`src/rtl/srxq_pkg.sv`:
```
package srxq_pkg;

    typedef struct packed {
        logic       brk;
        logic       ferr;
        logic       perr;
        logic [7:0] data;
    } rx_char_t;

    typedef enum logic [2:0] {
        RX_IDLE,
        RX_START,
        RX_DATA,
        RX_PAR,
        RX_STOP,
        RX_WAITHI
    } rx_state_e;

endpackage

```
`src/rtl/srxq_sampler.sv`:
```
module srxq_sampler
    import srxq_pkg::*;
#(
    parameter int OVS = 16
) (
    input  logic       clk,
    input  logic       rst_n,
    input  logic       tick_i,
    input  logic       rx_i,
    input  logic [1:0] cfg_len_i,
    input  logic       cfg_par_en_i,
    input  logic       cfg_par_odd_i,
    output logic       push_o,
    output rx_char_t   char_o,
    output logic       line_idle_o
);

    localparam int TW = $clog2(OVS);
    localparam logic [TW-1:0] HALF = TW'(OVS / 2 - 1);
    localparam logic [TW-1:0] LAST = TW'(OVS - 1);

    typedef struct packed {
        logic [1:0]      sync;
        rx_state_e       st;
        logic [TW-1:0]   tcnt;
        logic [2:0]      bidx;
        logic [7:0]      sh;
        logic            par;
        logic            push;
        rx_char_t        ch;
    } smp_t;

    localparam smp_t SMP_RST = '{sync: 2'b11, st: RX_IDLE, default: '0};

    smp_t q, d;
    logic rxs;
    logic [2:0] last_bit;
    logic brk_now;

    assign rxs      = q.sync[1];
    assign last_bit = {1'b0, cfg_len_i} + 3'd4;
    assign brk_now  = !rxs && (q.sh == 8'h00) && !(cfg_par_en_i && q.par);

    always_comb begin
        d      = q;
        d.push = 1'b0;
        d.sync = {q.sync[0], rx_i};
        if (tick_i) begin
            case (q.st)
                RX_IDLE: begin
                    if (!rxs) begin
                        d.st   = RX_START;
                        d.tcnt = '0;
                    end
                end
                RX_START: begin
                    if (q.tcnt == HALF) begin
                        d.tcnt = '0;
                        if (rxs) begin
                            d.st = RX_IDLE;
                        end else begin
                            d.st   = RX_DATA;
                            d.bidx = '0;
                            d.sh   = '0;
                            d.par  = 1'b0;
                        end
                    end else begin
                        d.tcnt = q.tcnt + 1'b1;
                    end
                end
                RX_DATA: begin
                    if (q.tcnt == LAST) begin
                        d.tcnt         = '0;
                        d.sh[q.bidx]   = rxs;
                        if (q.bidx == last_bit) begin
                            d.st = cfg_par_en_i ? RX_PAR : RX_STOP;
                        end else begin
                            d.bidx = q.bidx + 1'b1;
                        end
                    end else begin
                        d.tcnt = q.tcnt + 1'b1;
                    end
                end
                RX_PAR: begin
                    if (q.tcnt == LAST) begin
                        d.tcnt = '0;
                        d.par  = rxs;
                        d.st   = RX_STOP;
                    end else begin
                        d.tcnt = q.tcnt + 1'b1;
                    end
                end
                RX_STOP: begin
                    if (q.tcnt == LAST) begin
                        d.tcnt      = '0;
                        d.push      = 1'b1;
                        d.ch.data   = q.sh;
                        d.ch.ferr   = !rxs;
                        d.ch.brk    = brk_now;
                        d.ch.perr   = cfg_par_en_i && !brk_now &&
                                      (((^q.sh) ^ q.par) != cfg_par_odd_i);
                        d.st        = rxs ? RX_IDLE : RX_WAITHI;
                    end else begin
                        d.tcnt = q.tcnt + 1'b1;
                    end
                end
                RX_WAITHI: begin
                    if (rxs) begin
                        d.st = RX_IDLE;
                    end
                end
                default: d.st = RX_IDLE;
            endcase
        end
    end

    always_ff @(posedge clk or negedge rst_n) begin
        if (!rst_n) begin
            q <= SMP_RST;
        end else begin
            q <= d;
        end
    end

    assign push_o      = q.push;
    assign char_o      = q.ch;
    assign line_idle_o = (q.st == RX_IDLE);

    AST_BRK_ZERO: assert property (@(posedge clk) disable iff (!rst_n)
        (push_o && char_o.brk) |-> (char_o.data == 8'h00 && char_o.ferr && !char_o.perr));

    AST_PUSH_PULSE: assert property (@(posedge clk) disable iff (!rst_n)
        push_o |=> !push_o);

endmodule

```
`src/rtl/srxq_fifo.sv`:
```
module srxq_fifo
    import srxq_pkg::*;
#(
    parameter int DEPTH = 64
) (
    input  logic                         clk,
    input  logic                         rst_n,
    input  logic                         push_i,
    input  rx_char_t                     din_i,
    input  logic                         pop_i,
    output rx_char_t                     dout_o,
    output logic [$clog2(DEPTH+1)-1:0]   count_o,
    output logic                         drop_o
);

    localparam int PW = $clog2(DEPTH);
    localparam int CW = $clog2(DEPTH + 1);
    localparam logic [CW-1:0] FULL_CNT = CW'(DEPTH);

    typedef struct packed {
        logic [PW-1:0] wptr;
        logic [PW-1:0] rptr;
        logic [CW-1:0] cnt;
    } fst_t;

    fst_t q, d;
    rx_char_t mem [DEPTH];
    logic do_push, do_pop;

    function automatic logic [PW-1:0] step(input logic [PW-1:0] p);
        return (p == PW'(DEPTH - 1)) ? '0 : p + 1'b1;
    endfunction

    always_comb begin
        d       = q;
        do_pop  = pop_i && (q.cnt != '0);
        do_push = push_i && ((q.cnt != FULL_CNT) || do_pop);
        drop_o  = push_i && !do_push;
        if (do_push) d.wptr = step(q.wptr);
        if (do_pop)  d.rptr = step(q.rptr);
        d.cnt = q.cnt + CW'(do_push) - CW'(do_pop);
    end

    always_ff @(posedge clk or negedge rst_n) begin
        if (!rst_n) begin
            q <= '0;
        end else begin
            q <= d;
        end
    end

    always_ff @(posedge clk) begin
        if (do_push) begin
            mem[q.wptr] <= din_i;
        end
    end

    assign dout_o  = mem[q.rptr];
    assign count_o = q.cnt;

    AST_NO_OVERFLOW: assert property (@(posedge clk) disable iff (!rst_n)
        count_o <= FULL_CNT);

    AST_DROP_HOLD: assert property (@(posedge clk) disable iff (!rst_n)
        drop_o |=> $stable(count_o));

endmodule

```
`src/rtl/serial_rx_queue.sv`:
```
module serial_rx_queue
    import srxq_pkg::*;
#(
    parameter int OVS   = 16,
    parameter int DEPTH = 64
) (
    input  logic       clk,
    input  logic       rst_n,
    input  logic       os_tick,
    input  logic       rx_serial,
    input  logic [1:0] cfg_len,
    input  logic       cfg_par_en,
    input  logic       cfg_par_odd,
    input  logic [6:0] cfg_trig_lvl,
    input  logic [6:0] cfg_halt_lvl,
    input  logic [6:0] cfg_resume_lvl,
    input  logic       pop,
    output logic       head_valid,
    output logic [7:0] head_data,
    output logic       head_perr,
    output logic       head_ferr,
    output logic       head_brk,
    output logic       level_hit,
    output logic       flow_stop,
    output logic       ovf_flag,
    output logic       idle_flag
);

    localparam int CW = $clog2(DEPTH + 1);
    localparam int IW = $clog2(4 * OVS * 12 + 1);

    typedef struct packed {
        logic          ovf;
        logic          flow;
        logic [IW-1:0] icnt;
    } top_t;

    top_t q, d;

    logic          push;
    rx_char_t      in_char;
    rx_char_t      head;
    logic          line_idle;
    logic [CW-1:0] count;
    logic          drop;
    logic [6:0]    cnt7;
    logic [IW-1:0] idle_lim;
    logic          pop_eff;

    srxq_sampler #(.OVS(OVS)) u_smp (
        .clk          (clk),
        .rst_n        (rst_n),
        .tick_i       (os_tick),
        .rx_i         (rx_serial),
        .cfg_len_i    (cfg_len),
        .cfg_par_en_i (cfg_par_en),
        .cfg_par_odd_i(cfg_par_odd),
        .push_o       (push),
        .char_o       (in_char),
        .line_idle_o  (line_idle)
    );

    srxq_fifo #(.DEPTH(DEPTH)) u_fifo (
        .clk    (clk),
        .rst_n  (rst_n),
        .push_i (push),
        .din_i  (in_char),
        .pop_i  (pop),
        .dout_o (head),
        .count_o(count),
        .drop_o (drop)
    );

    assign cnt7     = 7'(count);
    assign pop_eff  = pop && (count != '0);
    assign idle_lim = IW'((4 * OVS) * (7 + int'(cfg_len) + int'(cfg_par_en)));

    always_comb begin
        d = q;
        // overflow: a drop sets, a pop clears, a drop wins a tie
        if (drop) begin
            d.ovf = 1'b1;
        end else if (pop_eff) begin
            d.ovf = 1'b0;
        end
        // flow control with separate halt and resume points
        if (cnt7 >= cfg_halt_lvl) begin
            d.flow = 1'b1;
        end else if (cnt7 <= cfg_resume_lvl) begin
            d.flow = 1'b0;
        end
        // quiet-line timer, runs only while data waits
        if (!line_idle || (count == '0) || pop) begin
            d.icnt = '0;
        end else if (os_tick && (q.icnt < idle_lim)) begin
            d.icnt = q.icnt + 1'b1;
        end
    end

    always_ff @(posedge clk or negedge rst_n) begin
        if (!rst_n) begin
            q <= '0;
        end else begin
            q <= d;
        end
    end

    assign head_valid = (count != '0);
    assign head_data  = head.data;
    assign head_perr  = head.perr;
    assign head_ferr  = head.ferr;
    assign head_brk   = head.brk;
    assign level_hit  = (cnt7 >= cfg_trig_lvl);
    assign flow_stop  = q.flow;
    assign ovf_flag   = q.ovf;
    assign idle_flag  = (q.icnt >= idle_lim) && (count != '0);

    AST_OVF_SET: assert property (@(posedge clk) disable iff (!rst_n)
        drop |=> ovf_flag);

    AST_FLOW_HALT: assert property (@(posedge clk) disable iff (!rst_n)
        (cnt7 >= cfg_halt_lvl) |=> flow_stop);

    AST_FLOW_RESUME: assert property (@(posedge clk) disable iff (!rst_n)
        ((cnt7 <= cfg_resume_lvl) && (cnt7 < cfg_halt_lvl)) |=> !flow_stop);

    AST_IDLE_NEEDS_DATA: assert property (@(posedge clk) disable iff (!rst_n)
        idle_flag |-> head_valid);

    AST_IDLE_NOT_RECV: assert property (@(posedge clk) disable iff (!rst_n)
        (idle_flag && !pop) |-> line_idle);

endmodule

```
`config.mk`:
```
export PLATFORM = sky130hd
export DESIGN_NAME = serial_rx_queue
export DESIGN_NICKNAME = d
export VERILOG_FILES = /design/src/rtl/srxq_pkg.sv /design/src/rtl/srxq_sampler.sv /design/src/rtl/srxq_fifo.sv /design/src/rtl/serial_rx_queue.sv
export SDC_FILE = /design/constraint.sdc
export NUM_CORES = 1
export LEC_CHECK = 0
export BUFFER_PORTS_ARGS = -buffer_cell sky130_fd_sc_hd__buf_2
export CAP_MARGIN = 0
export CORE_ASPECT_RATIO = 0.75
export CORE_MARGIN = 4
export CORE_UTILIZATION = 48
export DETAILED_ROUTE_END_ITERATION = 10
export PLACE_DENSITY = 0.73
export REMOVE_ABC_BUFFERS = 1
export SLEW_MARGIN = 20
export SYNTH_ARGS = -nofsm -noshare
export SYNTH_HDL_FRONTEND = slang
export SYNTH_HIERARCHICAL = 1
export SYNTH_SLANG_ARGS = --single-unit
```
`constraint.sdc`:
```
create_clock -name clk -period 3.4 [get_ports clk]
set_clock_uncertainty 0.2 [all_clocks]
set_input_delay 0.68 -clock clk [delete_from_list [all_inputs] [get_ports clk]]
set_output_delay 0.68 -clock clk [all_outputs]
set_load 0.1 [all_outputs]
```
# --- Word level (Yosys, flattened, before mapping) ---
# Memories as Yosys holds them, arrays and structs flattened.
# Cells that the tools add are included.
totals:
  ramBits: 704
  out_inout_bits: 16
  elab_cells: 131
  n_memories: 1
  regBits: 64
op_classes:
  n_mux: 37
  reduce_logical: 37
  bitwise: 1
  eq_ne: 21
  n_addsub: 10
  order_cmp: 7
mem_list:
  columns: ["memory", "words", "word_bits", "read_ports", "rd_ports_with_merged_regs", "write_ports", "line_no", "rtl"]
  rows:
  - ["u_fifo.mem", 64, 11, 1, 0, 1, "srxq_fifo.sv:27", "rx_char_t mem [DEPTH];"]
ops:
  columns: ["cell", "count"]
  rows:
  - ["$mux W12", 5]
  - ["$mux W3", 9]
  - ["$pmux W11 S2", 1]
  - ["$mux W10", 2]
  - ["$pmux W3 S6", 1]
  - ["$ge A7 B7 Y1", 2]
  - ["$add A6 B1 Y6 const B", 2]
  - ["$eq A6 B6 Y1 const B", 2]
  - ["$mux W6", 2]
  - ["$ne A2 B1 Y1 const B", 6]
  - ["$pmux W4 S3", 1]
  - ["$logic_and A1 B1 Y1", 11]
  - ["$mux W11", 1]
  - ["$add A10 B1 Y10 const B", 1]
  - ["$ge A10 B10 Y1", 1]
  - ["$lt A10 B10 Y1", 1]
  - ["$reduce_and A5 Y1", 2]
  - ["$reduce_bool A2 Y1", 5]
  - ["$bwmux W8", 1]
  - ["$logic_not A8 Y1", 1]
  - ["$mux W1", 8]
  - ["$mux W4", 2]
  - ["$reduce_and A8 Y1", 1]
  - ["$reduce_xor A8 Y1", 1]
  - ["other kinds (33)", 44]

# --- Logic depth before layout (Yosys ltp) ---
# Gate-level depths: netlist (run 1).
logic_depth:
  word_depth: 9
  mapped_depth: 13
  ltp_nobuf: 13

# --- Modules after synthesis ---
# The synthesis (run 1) kept the hierarchy.
modules_own_cells:
  columns: ["module", "cells_per_inst", "area_each_um2", "instances"]
  rows:
  - ["srxq_fifo", 1351, 28422.3, 1]
  - ["srxq_sampler", 224, 2092.0, 1]
  - ["serial_rx_queue", 160, 1337.5, 1]

# --- Worst setup path before layout (run 1) ---
# Ideal clock, no wire load.
synth_path:
  path_kind: "input to output"
  from: "in cfg_len[0]"
  to: "out idle_flag"
  n_path_buf: 1
  t_required_ps: 2520
  t_arrival_ps: 2759
  setup_slack_ps: -239
  cell_stages: 8
  cell_sequence: "inv_1 > ha_1 > ha_1 > ha_1 > nor2b_1 > o21ba_2 > buf_2 > o31a_1"
synth_between:
  elab_chain_len: 4
synth_rtl:
  columns: ["element", "line_no", "rtl"]
  rows:
  - ["start, declared", "serial_rx_queue.sv:11", "input logic [1:0] cfg_len,"]
  - ["$add A3 B2 Y4", "serial_rx_queue.sv:76", "assign idle_lim = IW'((4 * OVS) * (7 + int'(cfg_len) + int'(cfg_par_en)));"]
  - ["$add A4 B1 Y4", "serial_rx_queue.sv:76", null]
  - ["$ge A10 B10 Y1", "serial_rx_queue.sv:116", "assign idle_flag = (q.icnt >= idle_lim) && (count != '0);"]
  - ["$logic_and A1 B1 Y1", "serial_rx_queue.sv:116", null]
  - ["end, declared", "serial_rx_queue.sv:26", "output logic idle_flag"]
# No other way between the ends.

# --- Worst setup path after layout (run 1) ---
layout_path:
  from: "reg u_fifo/q[7] (netlist name)"
  to: "out head_data[4]"
layout_between:
  elab_chain_len: 1
layout_rtl:
  columns: ["element", "line_no", "rtl"]
  rows:
  - ["start, declared", "srxq_fifo.sv:26", "fst_t q, d;"]
  - ["start signal, assigned", "srxq_fifo.sv:46", "q <= '0;"]
  - ["start signal, assigned", "srxq_fifo.sv:48", "q <= d;"]
  - ["$mem_v2 Z64 W11", null, null]
  - ["end, declared", "serial_rx_queue.sv:19", "output logic [7:0] head_data,"]
# No other way between the ends.

==> results by group, run 1 <==
Status
  – Status: finished with violations
  – Violated checks: negative setup slack

Critical path
  – CP top delay family: compound AO/OA/AOI/OAI gates
  – Max incr delay on CP: 570 ps
  – Worst reg2reg path depth: 13
  – Worst Setup SP: u_fifo/q[7]
  – Crit. End Element: primary output
  – Critical Path Sink: head_data[4]
  – R2R Path End: u_fifo/count_o[6]
  – CP cell instances: buf_2 > buf_8 > mux4_2 > nand2_1 > o2111ai_1 > a211o_1 > buf_12
  – Worst reg2reg setup slack: 280 ps
  – Crit path max-delay cell type: mux4_2
  – CP required: 2520 ps
  – Critical path data arrival time: 3040 ps
  – Crit Path Class: reg2out
  – Largest fanout on the critical path: 17
  – Crit path depth: 7
  – Startpoint types: flip-flop
  – CP bufs+invs: 3
  – Worst R2R Start: u_fifo/count_o[2]

Synth
  – Mean Syn Cell Area: 18.36 um^2
  – Cell Area, Synth: 0.03185 mm^2
  – Distinct cells, synth: 88
  – Yosys Warn Count: 6
  – FFs w/ async S/R, synth: 0.08333
  – Post-synth EDFFs: 704
  – Syn Inst Count: 1735
  – Synth Register Bits: 768
  – Post-synth top flop: edfxtp_1
  – Post-synthesis sequential area ratio: 0.7141

STA
  – Final hold vios: 0
  – Worst slew pin tran: 965.5 ps
  – RSZ-0062 raised after global routing: true
  – Final setup violation count: 11
  – Tmin final: 3918 ps
  – Setup TNS: -5330 ps
  – Post-route setup slack: -517.6 ps
  – Max Freq: 255.3 MHz
  – Final Cycle Share: 1.152
  – Worst slew margin: 0.3563
  – Max-slew violation count: 0

Cells and area
  – Layout area overhead: 18.23%
  – Diodes inserted: 0
  – Share of cells above drive strength 1: 0.3312
  – Post-layout net count: 2018

Placement
  – Port Buffers: 45
  – Hpwl dp: 46320 um
  – GPL Wtd Cong: 0.8793

Routing
  – DRC: 0
  – Total wire length: 74570 um
  – Vias: 17440
  – Antenna-violating nets left: 0
  – DR iter-0 viols: 1969
  – DR WL/cell: 25.98 um
  – 1st-pass router iterations: 6
  – Vias per cell: 6.078

Clock network
  – CTS tree: done
  – Clk root buf: clkbuf_16
  – CTS Sinks: 768
  – Clk_lat worst skew: 630 ps
  – Inserted Clock Buffers: 74
  – Clock Path Buffers: 3
  – Clock slew at reported path FFs: 60 ps
  – # H-tree levels: 3

Die
  – Number of I/O pins: 46
  – Die X: 305.5 um
  – Initial Util: 0.4865
  – Die area: 0.07059 mm^2
  – Rows: 81
  – Die H: 231.1 um
  – Core area: 0.06547 mm^2

Global route
  – GRT overflow: 0
  – First-pass GRT wire length: 111600 um
  – Largest net degree at the start of global routing: 66
  – Vias in the first global route: 17500
  – Antenna violations before repair: 0
  – GRT Total Usage: 0.2107

Power and ir drop
  – Int Power: 18.95 mW
  – Clk pwr share: 0.300
  – Switching Share: 0.3107
  – Seq pwr share: 0.387
  – Sw Pwr: 8.543 mW
  – Leakage power: 13.52 nW
  – Logic pwr share: 0.312
  – Worst IR Drop VDD: 0.0008425 V
  – Power per cell area: 730.0 mW/mm^2
  – Design Power: 27.49 mW

Min path
  – Min-Delay Path Class: reg2reg

Run
  – Max cap viols: 0
## sequential cells by signal, summed over array words and instances (netlist names)
signal          cells
u_fifo/mem        704
ovf_flag            1
flow_stop           1
u_fifo/count_o      7
u_fifo/q           12
u_smp/char_o       11
u_smp/q            20
u_smp/push_o        1
q                  10
u_smp/d             1
## timing repair
| item | in CTS | in global routing |
|---|---|---|
| pin swaps | 19 | 14 |
| hold buffers | 1 | 1 |
| setup buffers | 14 | 7 |
| resized for setup | 110 | 26 |
| hold endpoints to repair | 1 | 37 |
| endpoints found under the setup margin | 11 | 12 |
| cloned | 4 | 2 |
## metal layers
metal	GRT usage	wire, um
met5	0.005472	0
met4	0.05447	1724
met3	0.06468	7908
met2	0.3206	34310
met1	0.2998	30620
## how the worst min path moves through the flow
stage                     start     endpoint  slack, ps  depth (start not counted)
floorplan           u_smp/d[32]  u_smp/q[32]        150                          0
global placement    u_smp/d[32]  u_smp/q[32]        150                          0
detailed placement  u_smp/d[32]  u_smp/q[32]        150                          0
CTS                       rst_n         q[0]         80                          1
global route        u_smp/d[32]  u_smp/q[32]        170                          0
finish              u_smp/d[32]  u_smp/q[32]        160                          0
## area by class of cell
cell class,count,area (um^2)
fillers,4682,27810
multi-input cells,808,8777
well taps,871,1090
repair buffers,240,2407
clock buffers,86,1918
clock inverters,47,494.2
flip-flops and latches,768,22780
inverters,50,187.7
## stage by stage
step	instance area, um^2	instances	hold slack (ps)	setup slack [ps]	utilization
after global placement	34120	2709	147.4	16.50	0.5212
after detailed placement	34130	2709	148.7	27.34	0.5213
after floorplan	31120	1626	145.2	-5336	-
after global routing	37660	2870	167.0	-580.7	0.5752
after CTS	37380	2861	84.40	-496.2	0.5709
final	37660	2870	156.1	-517.6	0.5752
## worst reg2reg max path, stage by stage (launching register included)
cell,delay [ps]
dfrtp_1,460
inv_1,120
ha_1,150
nand4bb_1,240
o21a_1,280
nand2_1,120
o21ai_0,100
ha_1,220
fa_1,440
a21oi_1,170
o21bai_1,110
a21oi_1,160
o21bai_1,90
xnor2_1,130
## synth_stat cells (4+ instances only)
cell type  instances  share of area
a211o_1            8         0.0022
a211oi_1          21         0.0049
a21o_1             6         0.0014
a21oi_1           37         0.0058
a221oi_1           6         0.0016
a22oi_1           22         0.0052
a31oi_1            9         0.0018
and2_1             6         0.0012
buf_1              6        0.00071
buf_12             4         0.0025
buf_2             28         0.0044
buf_4             32         0.0075
buf_6             12         0.0042
clkbuf_1          26         0.0031
dfrtp_1           62          0.049
edfxtp_1         704           0.66
ha_1              45          0.018
inv_1             49         0.0058
mux2_2            35          0.012
mux2i_1           52          0.016
mux4_2           154           0.11
nand2_1           65         0.0077
nand2b_1          12         0.0024
nand3_1           15         0.0024
nand3b_1           8         0.0019
nand4_1            9         0.0018
nor2_1            85          0.010
nor2b_1           15         0.0029
nor3_1             8         0.0013
o2111ai_1          8         0.0022
o211a_1            5         0.0016
o211ai_1           4        0.00094
o21ai_0           13         0.0020
o21ai_1           19         0.0030
o21bai_1           5         0.0012
o221ai_1           5         0.0014
o22a_1             5         0.0014
o22ai_1           21         0.0041
o31ai_1           11         0.0026
or2_2              7         0.0014
or4_1              6         0.0014
xnor2_1           12         0.0033
xor2_1             6         0.0016
## power groups by stage
stage               combinational, mW  sequential [mW]  clock [mW]
floorplan                        3.56             11.5           0
global placement                 7.17             10.9           0
detailed placement               7.32             10.9           0
finish                           8.58             10.7        8.26
CTS                              8.25             10.6        8.38
global route                     9.02             10.7        8.83
## kinds of logic (layout without fill, tap and decap cells)
kind of cell / count (synthesis) / count (layout) / synth area share
xor gates and xnor gates: 18 / 18 / 0.004949
and+or+nand+nor: 266 / 266 / 0.04305
AOI/OAI and AO/OA: 234 / 234 / 0.05201
adders and majority gates: 46 / 46 / 0.01831
DFF: 768 / 768 / 0.7141
muxes: 244 / 244 / 0.1388
buffers and inverters: 159 / 423 / 0.02883
## cell usage in the layout, fill, tap and decap left out, types with 37 or more instances in the layout
cell,n
edfxtp_1,704
mux4_2,154
buf_4,145
nor2_1,84
clkbuf_16,77
nand2_1,60
inv_1,49
dfrtp_1,48
ha_1,44
buf_12,37
Power figures use the tool's default switching activity.
==> inputs of run 2 (changes only) <==
Settings changed: CORE_UTILIZATION 48 to 61, PLACE_DENSITY 0.73 to 0.88.
==> run 2 against run 1 <==
The run still ends with negative setup slack left. Design area is 1.6% lower. Via count is 13% higher. Sequential share of layout area is 0.96 points higher. Sequential power hardly changed. Wire length is 30% higher. Hold slack worse by 1.3 ps. Global-route usage is 12 points higher. Critical path type unchanged.
==> results by group, run 2 (synthesis gave the netlist of run 1 again) <==
Status
  – Status: finished with violations
  – Violated checks: negative setup slack

Placement
  – Dpl cells: 2545 (-6.1%)
  – DP Area: 0.03388 mm^2 (-0.73%)
  – Hpwl dp: 47660 um (+2.9%)
  – Port Buffers: 45 (unchanged)
  – GPL Wtd Cong: 0.8899 (+1.2%)

Critical path
  – Largest fanout on the critical path: 11 (-6)
  – Crit. End Element: primary output
  – Critical path data arrival time: 3290 ps (+250 ps)
  – Startpoint types: flip-flop
  – Crit Path Class: reg2out
  – CP required: 2520 ps (about the same)

Clock network
  – Clk root buf: clkbuf_16
  – # H-tree levels: 3 (unchanged)
  – Clock slew at reported path FFs: 70 ps (about the same)
  – Clock Path Buffers: 3 (unchanged)
  – Clk_lat worst skew: 630 ps (about the same)
  – Inserted Clock Buffers: 71 (-4.1%)
  – CTS tree: done
  – CTS Sinks: 768 (unchanged)

Routing
  – DR iter-0 viols: 3653 (+86%)
  – 1st-pass router iterations: 6 (unchanged)
  – DR WL/cell: 35.90 um (+38%)
  – Total wire length: 96830 um (+30%)
  – DRC: 0 (unchanged)
  – Vias per cell: 7.280 (+20%)
  – Antenna-violating nets left: 0 (unchanged)
  – Vias: 19630 (+13%)

Min path
  – Min-Delay Path Class: reg2reg

STA
  – Final hold vios: 0 (unchanged)
  – Worst slew pin tran: 1080 ps (+114.9 ps)
  – Max Freq: 240.1 MHz (-6.0%)
  – Final setup violation count: 11 (unchanged)
  – Max-slew violation count: 0 (unchanged)
  – Final Cycle Share: 1.225 (+0.07295)
  – Post-route setup slack: -765.7 ps (-248.0 ps)
  – Worst slew margin: 0.2797 (-0.07659)
  – RSZ-0062 raised after global routing: true
  – Tmin final: 4166 ps (+248.0 ps)
  – Hold_ws: 154.9 ps (-1.274 ps)

Cells and area
  – Post-layout net count: 2017 (-0.050%)
  – Max reg flops: 704 (unchanged)
  – Final non-filler cell total: 2697 (-6.0%)
  – Most common cell after layout, fill and taps aside: edfxtp_1
  – Design area: 0.03707 mm^2 (-1.6%)
  – Share of cells above drive strength 1: 0.3176 (-0.01355)
  – Largest register by flop count: u_fifo/mem
  – Largest regs: u_fifo/mem: 704 flops, u_smp/q: 20 flops, u_fifo/q: 12 flops
  – Layout area overhead: 16.39%
  – Most frequent cells in the layout: edfxtp_1 (704), buf_4 (157), mux4_2 (154)

Power and ir drop
  – Sw Pwr: 9.063 mW (+6.1%)
  – Clk pwr share: 0.298 (-0.002)
  – Power per cell area: 739.9 mW/mm^2 (+1.4%)
  – Worst IR Drop VDD: 0.0006102 V (-28%)
  – Design Power: 27.43 mW (-0.22%)
  – Int Power: 18.37 mW (-3.1%)
  – Switching Share: 0.3304 (+0.01964)
  – Logic pwr share: 0.310 (-0.002)
  – Leakage power: 13.46 nW (-0.40%)
  – Seq pwr share: 0.392 (+0.005)

Die
  – Initial Util: 0.6170 (+0.1305)
  – Die area: 0.05597 mm^2 (-21%)
  – Number of I/O pins: 46 (unchanged)
  – Die H: 205.9 um (-11%)
  – Core area: 0.05162 mm^2 (-21%)
  – Die X: 271.9 um (-11%)
  – Rows: 72 (-11%)

Global route
  – GRT Total Usage: 0.3296 (+0.1189)
  – GRT overflow: 0 (unchanged)
  – M2 GR Usage: 0.5112 (+0.1906)
  – Met3 Track Usage GR: 0.09633 (+0.03165)
  – Largest net degree at the start of global routing: 66 (unchanged)
  – GRT busiest layer: met2
  – M1 GR Usage: 0.4336 (+0.1338)
  – Antenna violations before repair: 2 (+2)
  – First-pass GRT wire length: 132500 um (+19%)
  – Vias in the first global route: 19050 (+8.9%)

Run
  – Max cap viols: 0 (unchanged)
[run 2: cell count changes in the layout (fill, tap and decap cells not counted), sizes merged]
cell and change:
diode +1, inv -4, bufinv -4, clkinvlp +2, bufbuf +1, clkbuf +4
clkinv -7, buf +2
[run 2: power by group through the flow]
stage	registers, mW	logic (mW)	clock network (mW)
floorplan	11.5	3.56	0
global placement	10.9	6.77	0
detailed placement	11.0	7.01	0
CTS	10.7	7.87	8.01
global route	10.8	8.71	8.59
finish	10.7	8.51	8.18
[run 2: final cells by class]
| class | instances | area, um^2 |
|---|---|---|
| antenna | 1 | 2.502 |
| clock buffer | 91 | 1956 |
| clock inverter | 34 | 330.3 |
| fill | 2687 | 14550 |
| inverter | 50 | 187.7 |
| multi-input combinational | 808 | 8632 |
| sequential | 768 | 22790 |
| tap | 703 | 879.6 |
| timing repair buffer | 242 | 2298 |
[run 2: repair_timing]
item / CTS / global route
pin swaps: 9 / 11
hold buffers: 2 / 0
endpoints found under the setup margin: 11 / 12
resized for setup: 60 / 39
gates cloned: 5 / 1
hold endpoints to repair: 28 / 0
setup buffers: 15 / 4
[run 2: path summary, 6_finish.rpt]
check                             startpoint                 to  slack, ps  cells after the start
setup / recovery                 u_fifo/q[8]           head_brk       -770                      7
hold / removal                   u_smp/d[32]        u_smp/q[32]        150                      0
setup reg to reg           u_fifo/count_o[2]  u_fifo/count_o[6]        180                     13
hold reg to reg                  u_smp/d[32]        u_smp/q[32]        150                      0
max in group asynchronous              rst_n        u_fifo/q[7]       1850                      3
min in group asynchronous              rst_n       u_fifo/q[13]        490                      2
[run 2: worst max-delay path, cell delays in order, from the launching register on]
cell and delay, ps:
dfrtp_4 550, buf_12 200, mux4_2 620, mux2i_4 350
buf_4 190, a211oi_1 140, a211o_1 370, buf_12 200
[run 2: through the flow]
| stage | worst slack, ps | util | TNS [ps] |
|---|---|---|---|
| 4_1_cts | -570.2 | 0.7130 | -5838 |
| 3_3_place_gp | 20.20 | 0.6563 | 0 |
| 6_report | -765.7 | 0.7182 | -7104 |
| 5_1_grt | -773.0 | 0.7182 | -7202 |
| 2_1_floorplan | -5336 | - | -80450 |
| 3_5_place_dp | -26.55 | 0.6563 | -54.30 |
[run 2: routing by layer]
metal | up-vias | wire length [um] | share of wire
li1 | 7392 | - | -
met1 | 9559 | 30720 | 0.32
met2 | 2175 | 44240 | 0.46
met3 | 503 | 14170 | 0.15
met4 | 4 | 7669 | 0.079
met5 | - | 24 | 0.00025
